## src/rtl/fxc_pkg.sv

```systemverilog
package fxc_pkg;
    parameter int NUM_CTR = 3;
    parameter int CNT_W   = 40;
    parameter int REG_W   = 64;
    parameter int ADDR_W  = 12;
    parameter int FLD_W   = 4;
    parameter int RING_W  = 2;

    localparam int IDX_W  = (NUM_CTR > 1) ? $clog2(NUM_CTR) : 1;
    localparam int CTRL_W = NUM_CTR * FLD_W;

    localparam logic [ADDR_W-1:0] CTR_BASE  = 12'h309;
    localparam logic [ADDR_W-1:0] CTRL_ADDR = 12'h38D;

    typedef enum logic [1:0] {
        SEL_NONE = 2'd0,
        SEL_CTR  = 2'd1,
        SEL_CTRL = 2'd2
    } sel_kind_e;

    typedef struct packed {
        sel_kind_e        kind;
        logic [IDX_W-1:0] idx;
    } reg_sel_t;

    typedef struct packed {
        logic ring_hi;   // count when ring is nonzero
        logic ring0;     // count when ring is zero
    } ring_en_t;

    function automatic reg_sel_t decode_addr(input logic [ADDR_W-1:0] a);
        reg_sel_t          s;
        logic [ADDR_W-1:0] off;
        s.kind = SEL_NONE;
        s.idx  = '0;
        off    = a - CTR_BASE;
        if (a >= CTR_BASE && off < ADDR_W'(NUM_CTR)) begin
            s.kind = SEL_CTR;
            s.idx  = off[IDX_W-1:0];
        end else if (a == CTRL_ADDR) begin
            s.kind = SEL_CTRL;
        end
        return s;
    endfunction

    function automatic ring_en_t field_enables(input logic [FLD_W-1:0] f);
        ring_en_t e;
        e.ring0   = f[0];
        e.ring_hi = f[1];
        return e;
    endfunction

    function automatic logic ring_match(input ring_en_t e, input logic [RING_W-1:0] ring);
        return (ring == '0) ? e.ring0 : e.ring_hi;
    endfunction
endpackage

```

## src/rtl/fxc_counter.sv

```systemverilog
module fxc_counter
    import fxc_pkg::*;
(
    input  logic              clk,
    input  logic              rst,
    input  logic              event_i,
    input  ring_en_t          en_i,
    input  logic [RING_W-1:0] ring_i,
    input  logic              load_i,
    input  logic [CNT_W-1:0]  load_val_i,
    output logic [CNT_W-1:0]  cnt_o,
    output logic              ovf_o
);
    localparam logic [CNT_W-1:0] CNT_MAX = '1;
    localparam logic [CNT_W-1:0] CNT_ONE = {{(CNT_W-1){1'b0}}, 1'b1};

    logic [CNT_W-1:0] cnt_q;
    logic             ovf_q;
    logic             inc;

    always_comb inc = event_i && ring_match(en_i, ring_i);

    always_ff @(posedge clk) begin
        if (rst) begin
            cnt_q <= '0;
            ovf_q <= 1'b0;
        end else begin
            ovf_q <= 1'b0;
            if (load_i) begin
                cnt_q <= load_val_i;
            end else if (inc) begin
                cnt_q <= cnt_q + CNT_ONE;
                ovf_q <= (cnt_q == CNT_MAX);
            end
        end
    end

    assign cnt_o = cnt_q;
    assign ovf_o = ovf_q;

    // no event and no load leaves the count alone
    p_hold_no_event_r3: assert property (@(posedge clk) disable iff (rst)
        (!load_i && !event_i) |=> $stable(cnt_q));
    // an enabled event advances by one, modulo the width
    p_step_one_r3: assert property (@(posedge clk) disable iff (rst)
        (!load_i && event_i && ring_match(en_i, ring_i)) |=> (cnt_q == $past(cnt_q) + CNT_ONE));
    // a field with both enables clear freezes the counter
    p_frozen_r4: assert property (@(posedge clk) disable iff (rst)
        (!load_i && en_i == '0) |=> $stable(cnt_q));
    // load wins and never reports a wrap
    p_load_wins_r6: assert property (@(posedge clk) disable iff (rst)
        load_i |=> (cnt_q == $past(load_val_i) && !ovf_o));
    // overflow is seen only with a zero count, for one cycle
    p_wrap_zero_r9: assert property (@(posedge clk) disable iff (rst)
        ovf_o |-> (cnt_q == '0));
    p_ovf_pulse_r9: assert property (@(posedge clk) disable iff (rst)
        ovf_o |=> !ovf_o);
endmodule

```

## src/rtl/fxc_ctrl_reg.sv

```systemverilog
module fxc_ctrl_reg
    import fxc_pkg::*;
(
    input  logic                      clk,
    input  logic                      rst,
    input  logic                      wr_i,
    input  logic [CTRL_W-1:0]         wdata_i,
    output logic [CTRL_W-1:0]         ctrl_o,
    output ring_en_t [NUM_CTR-1:0]    en_o
);
    logic [CTRL_W-1:0] ctrl_q;

    always_ff @(posedge clk) begin
        if (rst) ctrl_q <= '0;
        else if (wr_i) ctrl_q <= wdata_i;
    end

    assign ctrl_o = ctrl_q;

    // only the two low bits of each field reach the counters
    for (genvar n = 0; n < NUM_CTR; n++) begin : g_field
        assign en_o[n] = field_enables(ctrl_q[n*FLD_W +: FLD_W]);
    end

    // without an accepted write the control value holds
    p_ctrl_hold_r8: assert property (@(posedge clk) disable iff (rst)
        !wr_i |=> $stable(ctrl_q));
    // an accepted write is visible from the next cycle
    p_ctrl_take_r10: assert property (@(posedge clk) disable iff (rst)
        wr_i |=> (ctrl_q == $past(wdata_i)));
endmodule

```

## src/rtl/fxc_regif.sv

```systemverilog
module fxc_regif
    import fxc_pkg::*;
(
    input  logic                            clk,
    input  logic                            rst,
    input  logic                            we_i,
    input  logic [ADDR_W-1:0]               addr_i,
    input  logic [REG_W-1:0]                wdata_i,
    input  logic [NUM_CTR-1:0][CNT_W-1:0]   cnt_i,
    input  logic [CTRL_W-1:0]               ctrl_i,
    output logic [NUM_CTR-1:0]              load_o,
    output logic [CNT_W-1:0]                load_val_o,
    output logic                            ctrl_wr_o,
    output logic [CTRL_W-1:0]               ctrl_wdata_o,
    output logic [REG_W-1:0]                rdata_o,
    output logic                            err_o
);
    reg_sel_t sel;
    logic     ctr_rsvd;
    logic     ctrl_rsvd;
    logic     bad_wr;
    logic     err_q;

    always_comb begin
        sel       = decode_addr(addr_i);
        ctr_rsvd  = |wdata_i[REG_W-1:CNT_W];
        ctrl_rsvd = |wdata_i[REG_W-1:CTRL_W];
        bad_wr    = we_i && ((sel.kind == SEL_CTR  && ctr_rsvd) ||
                             (sel.kind == SEL_CTRL && ctrl_rsvd));
        ctrl_wr_o = we_i && sel.kind == SEL_CTRL && !ctrl_rsvd;
    end

    assign load_val_o   = wdata_i[CNT_W-1:0];
    assign ctrl_wdata_o = wdata_i[CTRL_W-1:0];

    for (genvar n = 0; n < NUM_CTR; n++) begin : g_load
        assign load_o[n] = we_i && !ctr_rsvd && sel.kind == SEL_CTR &&
                           sel.idx == IDX_W'(n);
    end

    always_comb begin
        rdata_o = '0;
        unique case (sel.kind)
            SEL_CTR: begin
                for (int n = 0; n < NUM_CTR; n++) begin
                    if (sel.idx == IDX_W'(n)) rdata_o = {{(REG_W-CNT_W){1'b0}}, cnt_i[n]};
                end
            end
            SEL_CTRL: rdata_o = {{(REG_W-CTRL_W){1'b0}}, ctrl_i};
            default:  rdata_o = '0;
        endcase
    end

    always_ff @(posedge clk) begin
        if (rst) err_q <= 1'b0;
        else     err_q <= bad_wr;
    end

    assign err_o = err_q;

    // a write targets at most one counter
    p_one_target_r2: assert property (@(posedge clk) disable iff (rst)
        $onehot0(load_o));
    // reserved counter bits block every load
    p_no_bad_load_r8: assert property (@(posedge clk) disable iff (rst)
        (we_i && |wdata_i[REG_W-1:CNT_W]) |-> (load_o == '0));
    // an error is only ever the echo of a write
    p_err_after_write_r8: assert property (@(posedge clk) disable iff (rst)
        err_o |-> $past(we_i));
endmodule

```

## src/rtl/fixed_ctr_bank.sv

```systemverilog
module fixed_ctr_bank
    import fxc_pkg::*;
(
    input  logic        clk,
    input  logic        rst,
    input  logic        reg_we,
    input  logic [11:0] reg_addr,
    input  logic [63:0] reg_wdata,
    output logic [63:0] reg_rdata,
    output logic        reg_err,
    input  logic [1:0]  cur_ring,
    input  logic        ev_retired,
    input  logic        ev_core_cyc,
    input  logic        ev_ref_cyc,
    output logic [2:0]  ctr_ovf
);
    logic [NUM_CTR-1:0]            events;
    logic [NUM_CTR-1:0][CNT_W-1:0] cnt;
    logic [NUM_CTR-1:0]            load;
    logic [CNT_W-1:0]              load_val;
    logic                          ctrl_wr;
    logic [CTRL_W-1:0]             ctrl_wdata;
    logic [CTRL_W-1:0]             ctrl_val;
    ring_en_t [NUM_CTR-1:0]        en;

    // fixed wiring of events to counters
    assign events = {ev_ref_cyc, ev_core_cyc, ev_retired};

    fxc_regif u_regif (
        .clk          (clk),
        .rst          (rst),
        .we_i         (reg_we),
        .addr_i       (reg_addr),
        .wdata_i      (reg_wdata),
        .cnt_i        (cnt),
        .ctrl_i       (ctrl_val),
        .load_o       (load),
        .load_val_o   (load_val),
        .ctrl_wr_o    (ctrl_wr),
        .ctrl_wdata_o (ctrl_wdata),
        .rdata_o      (reg_rdata),
        .err_o        (reg_err)
    );

    fxc_ctrl_reg u_ctrl (
        .clk     (clk),
        .rst     (rst),
        .wr_i    (ctrl_wr),
        .wdata_i (ctrl_wdata),
        .ctrl_o  (ctrl_val),
        .en_o    (en)
    );

    for (genvar n = 0; n < NUM_CTR; n++) begin : g_ctr
        fxc_counter u_ctr (
            .clk        (clk),
            .rst        (rst),
            .event_i    (events[n]),
            .en_i       (en[n]),
            .ring_i     (cur_ring),
            .load_i     (load[n]),
            .load_val_i (load_val),
            .cnt_o      (cnt[n]),
            .ovf_o      (ctr_ovf[n])
        );
    end

    // outputs are quiet in the cycle after reset
    p_quiet_after_reset_r1: assert property (@(posedge clk)
        $past(rst) |-> (ctr_ovf == '0 && !reg_err));
endmodule

```

## config.mk

```make
export PLATFORM = sky130hd
export DESIGN_NAME = fixed_ctr_bank
export DESIGN_NICKNAME = d
export VERILOG_FILES = /design/src/rtl/fxc_pkg.sv /design/src/rtl/fxc_counter.sv /design/src/rtl/fxc_ctrl_reg.sv /design/src/rtl/fxc_regif.sv /design/src/rtl/fixed_ctr_bank.sv
export SDC_FILE = /design/constraint.sdc
export NUM_CORES = 1
export LEC_CHECK = 0
export ABC_AREA = 1
export BUFFER_PORTS_ARGS = -buffer_cell sky130_fd_sc_hd__buf_2
export CAP_MARGIN = 20
export CORE_MARGIN = 2
export CORE_UTILIZATION = 40
export DETAILED_ROUTE_END_ITERATION = 16
export GPL_TIMING_DRIVEN = 0
export SLEW_MARGIN = 20
export SYNTH_ARGS = -nofsm -noshare
export SYNTH_HDL_FRONTEND = slang
export SYNTH_SLANG_ARGS = --single-unit
```

## constraint.sdc

```tcl
create_clock -name clk -period 2.1 [get_ports clk]
set_input_delay 0.315 -clock clk [delete_from_list [all_inputs] [get_ports clk]]
set_output_delay 0.315 -clock clk [all_outputs]
set_load 0.03 [all_outputs]
```

==> results.md, run 1 <==
* Root Buffer: clkbuf_16
* Worst path arrival time at 2.26 ns
* Final wirelength at 49700 µm
* Synth Area in Compound Gates at 0.0777
* Flip-flop and latch count after synthesis at 136
* Met2 Track Usage GR at 0.544
* Crit Path Max Fanout at 6
* Tmin final at 2.58 ns
* Final #Nets at 2205
* Die Ht at 170 µm
* Met3 global-route usage at 0.0546
* Site row count at 60
* CTS buffer count at 17
* Initial DRC count at 1505
* H-tree levels at 4
* Die W at 170 µm
* Non-Filler Instances at 2469
* # hold bufs at CTS at 0
* Worst-path clk slew at 0.07 ns
* Critical path startpoint category: input port
* Number of distinct library cells after synthesis at 40
* Final WS setup at -0.478 ns
* Status: complete, but fails checks
* Most frequent cells in the layout: nand2_1 (455), nand3_1 (294), inv_1 (220), nor2_1 (138), dfxtp_1 (119)
* WL/cell at 20.1 µm
* Max_cap viols at 0
* Area delta synth->final at 41.3%
* Adder-Cell Fraction of Synth Area at 0.00685
* Port Buffers at 127
* Vias per cell at 5.49
* Routing usage on met1 at 0.449
* Simple-gate share of the synthesized area at 0.457
* Total Routing Usage GR at 0.337
* CP Capture Type: primary output
* Hold EP: u_regif.err_o
* DRC Markers at 0
* DP HPWL at 37300 µm
* Leak pwr at 7.28 nW
* Power per cell area at 416 nW/µm²
* CTS Sinks at 136
* Full die area at 28800 µm²
* First-pass GRT wire length at 73500 µm
* Post-synthesis mux area share at 0
* Vias at 13548
* CP required at 1.78 ns
* Share of cells above drive strength 1 at 0.275
* Part of the Yosys area used for sequential elements at 0.248
* R2r startpoint: g_ctr[0].u_ctr.cnt_o[1]
* Slew HR at 0.298
* FMAX at 0.388 GHz
* CTS max path bufs at 2
* Min-delay worst type: input port to register
* GR peak layer: met2
* Synthesized area per cell at 5.80 µm²
* WS Path Type: input port to primary output
* Worst hold margin at 0.211 ns
* Commonest non-fill, non-tap cell in the layout: nand2_1
* Final setup fails at 76
* Synth Cell Area at 11000 µm²
* RSZ-0062 raised after global routing: yes
* Clk_skew at 0.0175 ns
* Reg2reg setup slack at -0.12 ns
* Layout fillers at 2656
* Pwr Total at 0.00645 W
* Yosys warning total at 0
* FF-to-FF path depth at 9
* Initial antenna violation count at 2
* Remaining Overflow, GRT at 0
* Remaining antenna violation count at 0
* Final core utilization at 0.575
* Maximum number of pins on one net before global-route repair at 17
* CTS tree: built
* Initial DRT Pass Iterations at 6
* Main combinational cell family by area after synthesis: simple AND/OR/NAND/NOR gates
* Clk_lat worst skew at 0.44 ns
* Core area at 27000 µm²
* Fin. Hold Viols at 0
* Hold depth at 3
* Final period util at 1.23
* Ant diodes at 0
* DP Cell Count at 2383
* Crit Reg-Reg Endpoint: g_ctr[0].u_ctr.ovf_o
* Failing checks: setup timing
* Worst Tran Pin Value at 1.05 ns
* Slew Limit Fails at 0
* Via count of the first global-routing pass at 12522
* Hold Crit Start: reg_we
* Initial core utilization at 0.407
* Xor/xnor share of the synthesized area at 0.0751
* Setup WS pre-CTS at -1.05 ns
* Cells after synthesis at 1892
* GP Congestion at 0.979
* Peak supply drop at 0.511 mV
* I/O pins at 152
power by group:
part           switching (W)  total, W  internal [W]  leakage [nW]
registers         0.00000651   0.00258       0.00258          1.10
clock network        0.00141   0.00327       0.00185         0.298
logic               0.000420  0.000598      0.000178          5.87
metrics by stage:
| stage | setup TNS, ns | area, µm² |
|---|---|---|
| 2_1_floorplan | -1.68 | 11600 |
| 3_3_place_gp | -114.12 | 12700 |
| 3_5_place_dp | -117.69 | 12700 |
| 4_1_cts | -16.26 | 14500 |
| 5_1_grt | -26.53 | 15500 |
| 6_report | -18.92 | 15500 |
flip-flops by register name, summed over array words and instances, names as in the netlist:
| signal | cells |
|---|---|
| u_ctrl.ctrl_o | 12 |
| u_regif.err_o | 1 |
| g_ctr.u_ctr.cnt_o | 120 |
| g_ctr.u_ctr.ovf_o | 3 |
Yosys cell counts (all sizes together):
cell type,n,area [µm²]
a211oi,2,15.0
a21o,1,7.51
a21oi,57,285
a31oi,1,6.26
buf,68,408
clkbuf,48,183
clkinv,1,3.75
conb,1,3.75
dfxtp,136,2720
ha,6,75.1
inv,233,877
nand2,524,1980
nand3,337,1690
nand3b,1,7.51
nand4,41,282
nor2,176,711
nor3,37,196
nor3b,3,22.5
nor4,14,93.8
nor4b,1,15.0
o211ai,1,7.51
o21ai,103,515
o21bai,2,15.0
or2,3,18.8
or3,1,6.26
xnor2,30,263
xor2,64,561
repair_timing:
item / 4_1_cts / 5_1_grt
buffers inserted: 31 / 21
resized for setup: 278 / 222
endpoints found under the hold margin: 0 / 0
setup endpoints to repair: 157 / 161
gates cloned: 5 / 5
pin swaps: 40 / 48
cell families after synthesis:
group / after synthesis
buffers and inverters: 350
AO/OA/AOI/OAI: 167
AND/OR/NAND/NOR: 1138
other: 1
adder cells (fa/ha/maj): 6
XOR/XNOR: 94
flip-flops: 136
worst max-delay path: stages:
cell,delay [ns]
buf_12,0.12
inv_12,0.05
buf_4,0.18
nand3_1,0.09
nand2_1,0.11
nand3_2,0.10
nor2_4,0.18
nand4_1,0.16
inv_2,0.19
buf_4,0.14
buf_4,0.10
nand2_1,0.04
nand2_1,0.11
nand3_1,0.12
o21ai_2,0.09
buf_6,0.16
worst max path at each step:
stage                start             to  cells past startpoint
2_1_floorplan  reg_addr[0]  reg_rdata[27]                     13
4_1_cts        reg_addr[0]   reg_rdata[2]                     17
6_report       reg_addr[0]  reg_rdata[10]                     16
3_5_place_dp   reg_addr[0]   reg_rdata[2]                     15
3_3_place_gp   reg_addr[0]   reg_rdata[3]                     15
5_1_grt        reg_addr[0]   reg_rdata[8]                     16
layer usage:
metal / share of wire / up-vias
met5: 0 / -
met4: 0.036 / 0
met3: 0.086 / 98
met2: 0.46 / 595
met1: 0.41 / 6369
li1: - / 6486
area by class of cell:
cell class,instances,area (µm²),share of cell area
plain buffers,111,791,0.0510
clock buffers,19,453,0.0292
clock inverters,13,158,0.0102
inverters,234,913,0.0590
multi-input cells,1429,8450,0.545
flip-flops and latches,136,2750,0.178
well taps,341,427,0.0275
repair buffers,186,1550,0.0999
No activity file was read; power rests on OpenSTA's default activity.
==> run 2: changes to the inputs <==
--- a/config.mk
+++ b/config.mk
@@ -5,7 +5,6 @@
 export SDC_FILE = /design/constraint.sdc
 export NUM_CORES = 1
 export LEC_CHECK = 0
-export ABC_AREA = 1
 export BUFFER_PORTS_ARGS = -buffer_cell sky130_fd_sc_hd__buf_2
 export CAP_MARGIN = 20
 export CORE_MARGIN = 2
==> run 2 against run 1 <==
Net effect: hold slack improved by 0.015 ns; the flow still finishes with violations (setup timing); clock-buffer cell count shrank 1; critical endpoint is now reg_rdata[6]; core utilization is 0.73 points lower; synthesized cell count decreased by 36%; final cell count down 30%; register-to-register slack got worse by 0.27 ns; global-route usage down 1.1 points; synthesized area down 14%; final area down 15%; power shrank 0.69%; setup slack lost 0.13 ns.
==> results.md, run 2 <==
* Clk_skew at 0.0136 ns
* DRC Markers at 0
* FMAX at 0.370 GHz
* Port Buffers at 124
* EDFF count, synth at 0
* Setup WS pre-CTS at -1.64 ns
* Fin. Hold Viols at 0
* Min-delay worst type: input port to register
* Remaining Overflow, GRT at 0
* Post-synthesis mux area share at 0.0456
* Die W at 158 µm
* Vias per cell at 6.26
* CTS Sinks at 136
* Full die area at 24900 µm²
* Number of distinct library cells after synthesis at 55
* Yosys warning total at 0
* Final #Nets at 1478
* Slew HR at 0.282
* Crit Reg-Reg Endpoint: g_ctr[2].u_ctr.cnt_o[31]
* CTS tree: built
* DP HPWL at 30800 µm
* Main combinational cell family by area after synthesis: simple AND/OR/NAND/NOR gates
* Vias at 10760
* Cells after synthesis at 1212
* Count leader, synth: dfxtp_1
* # hold bufs at CTS at 0
* Core area at 23300 µm²
* FF-to-FF path depth at 6
* Initial antenna violation count at 0
* Clk_lat worst skew at 0.44 ns
* Total Neg Setup Slack at -74.70 ns
* Synthesized area per cell at 7.79 µm²
* CTS max path bufs at 2
* Synth Area in Compound Gates at 0.223
* Total Routing Usage GR at 0.326
* Final setup fails at 162
* Initial DRC count at 1151
* Final period util at 1.29
* CP Capture Type: primary output
* Cell taking the most area after synthesis: dfxtp_1
* Remaining antenna violation count at 0
* Final WS setup at -0.604 ns
* Initial core utilization at 0.405
* Top cell type's share of synthesized area at 0.288
* Hold depth at 3
* Synth Cell Area at 9440 µm²
* Crit Path Max Fanout at 6
* Area delta synth->final at 40.2%
* Flip-flop and latch count after synthesis at 136
* Max_cap viols at 0
* Worst path arrival time at 2.39 ns
* Adder-Cell Fraction of Synth Area at 0.00795
* Most frequent cells after synthesis: dfxtp_1 (136), a21oi_1 (114), clkbuf_1 (93), nor4_1 (86), nor2_1 (82)
* First-pass GRT wire length at 60700 µm
* Peak supply drop at 0.380 mV
* Final core utilization at 0.568
* Largest register FFs at 120
* Via count of the first global-routing pass at 9691
* Hold Crit Start: reg_wdata[4]
* Power per cell area at 483 nW/µm²
* Share of cells above drive strength 1 at 0.320
* Post-synth ARST share at 0
* Commonest non-fill, non-tap cell in the layout: dfxtp_1
* CP required at 1.78 ns
* WL/cell at 23.6 µm
* Xor/xnor share of the synthesized area at 0.0937
* Critical path startpoint category: input port
* Root Buffer: clkbuf_16
* Maximum number of pins on one net before global-route repair at 17
* Reg2reg setup slack at -0.39 ns
* GP Congestion at 0.993
* Site row count at 56
* WS Path Type: input port to primary output
* I/O pins at 152
* RSZ-0062 raised after global routing: yes
* Tmin final at 2.70 ns
* H-tree levels at 4
* Slew Limit Fails at 0
* Simple-gate share of the synthesized area at 0.268
* Hold EP: u_ctrl.ctrl_o[4]
* CTS buffer count at 17
* Status: complete, but fails checks
* DP Cell Count at 1678
* Worst-path clk slew at 0.07 ns
* Die Ht at 158 µm
* Synth area leaders: dfxtp_1 (29%), xnor2_1 (7.0%), o41ai_1 (6.9%)
* Initial DRT Pass Iterations at 6
* Leak pwr at 4.36 nW
* Final wirelength at 40600 µm
* R2r startpoint: g_ctr[2].u_ctr.cnt_o[5]
* Failing checks: setup timing
* Non-Filler Instances at 1720
* Ys flop type: dfxtp_1
* Ant diodes at 0
* Part of the Yosys area used for sequential elements at 0.288
* Worst Tran Pin Value at 1.05 ns
* Most frequent cells in the layout: dfxtp_1 (128), a21oi_1 (109), buf_2 (85), xnor2_1 (75), nand2_1 (59)
-- run 2: what timing repair did --
item                       4_1_cts  5_1_grt
setup endpoints to repair      173      173
buffers inserted                 2        8
cloned                           2        0
resized for setup              177       50
pin swaps                        8       10
-- run 2: routing by layer --
layer | routed length, µm | global-route usage
met1 | 18100 | 0.471
met2 | 17500 | 0.486
met3 | 3520 | 0.0547
met4 | 1480 | 0.119
met5 | 0 | 0
-- run 2: worst max-delay path by stage --
stage / from / endpoint / slack (ns) / cells after the start
floorplan: reg_addr[5] / g_ctr[2].u_ctr.cnt_o[4] / -0.58 / 8
global placement: reg_addr[0] / g_ctr[1].u_ctr.cnt_o[1] / -1.62 / 13
detailed placement: reg_addr[0] / g_ctr[1].u_ctr.cnt_o[23] / -1.64 / 13
CTS: reg_addr[5] / reg_rdata[6] / -0.64 / 8
global route: reg_addr[11] / reg_rdata[6] / -0.65 / 8
finish: reg_addr[11] / reg_rdata[6] / -0.60 / 8
-- run 2: logic make-up after synthesis --
logic type      count (synthesis)
buf+inv                       151
compound gates                317
other cells                     1
mux                            43
fa+ha+maj                       6
flops                         136
xor+xnor                      101
simple gates                  457
-- run 2: area by class of cell --
type,count,area (µm²)
Timing Repair Buffer,137,1010
Inverter,12,45.0
Clock inverter,14,150
Multi-Input combinational cell,948,7540
Buffer,136,933
Clock buffer,18,429
Fill cell,2187,10100
Sequential cell,136,2730
Tap cell,319,399
-- run 2: worst max-delay path, stage by stage --
cell and delay (ns):
buf_6 0.09, or4b_4 0.52, or4_4 0.57, nor3_4 0.19
nand2_4 0.17, clkbuf_16 0.21, o21ai_4 0.16, buf_6 0.15
-- run 2: metrics by stage --
| stage | area [µm²] | hold slack [ns] | power [W] |
|---|---|---|---|
| after floorplan | 10600 | 0.450 | 0.00301 |
| after global placement | 11600 | 0.458 | 0.00329 |
| after detailed placement | 11600 | 0.464 | 0.00329 |
| after CTS | 13000 | 0.215 | 0.00636 |
| after global routing | 13200 | 0.233 | 0.00655 |
| final | 13200 | 0.226 | 0.00640 |
-- run 2: where the power goes --
group	total, W	switching, W	internal (W)
clock network	0.00305	0.00130	0.00176
registers	0.00258	0.00000000156	0.00258
logic	0.000769	0.000512	0.000257
total	0.00640	0.00181	0.00459
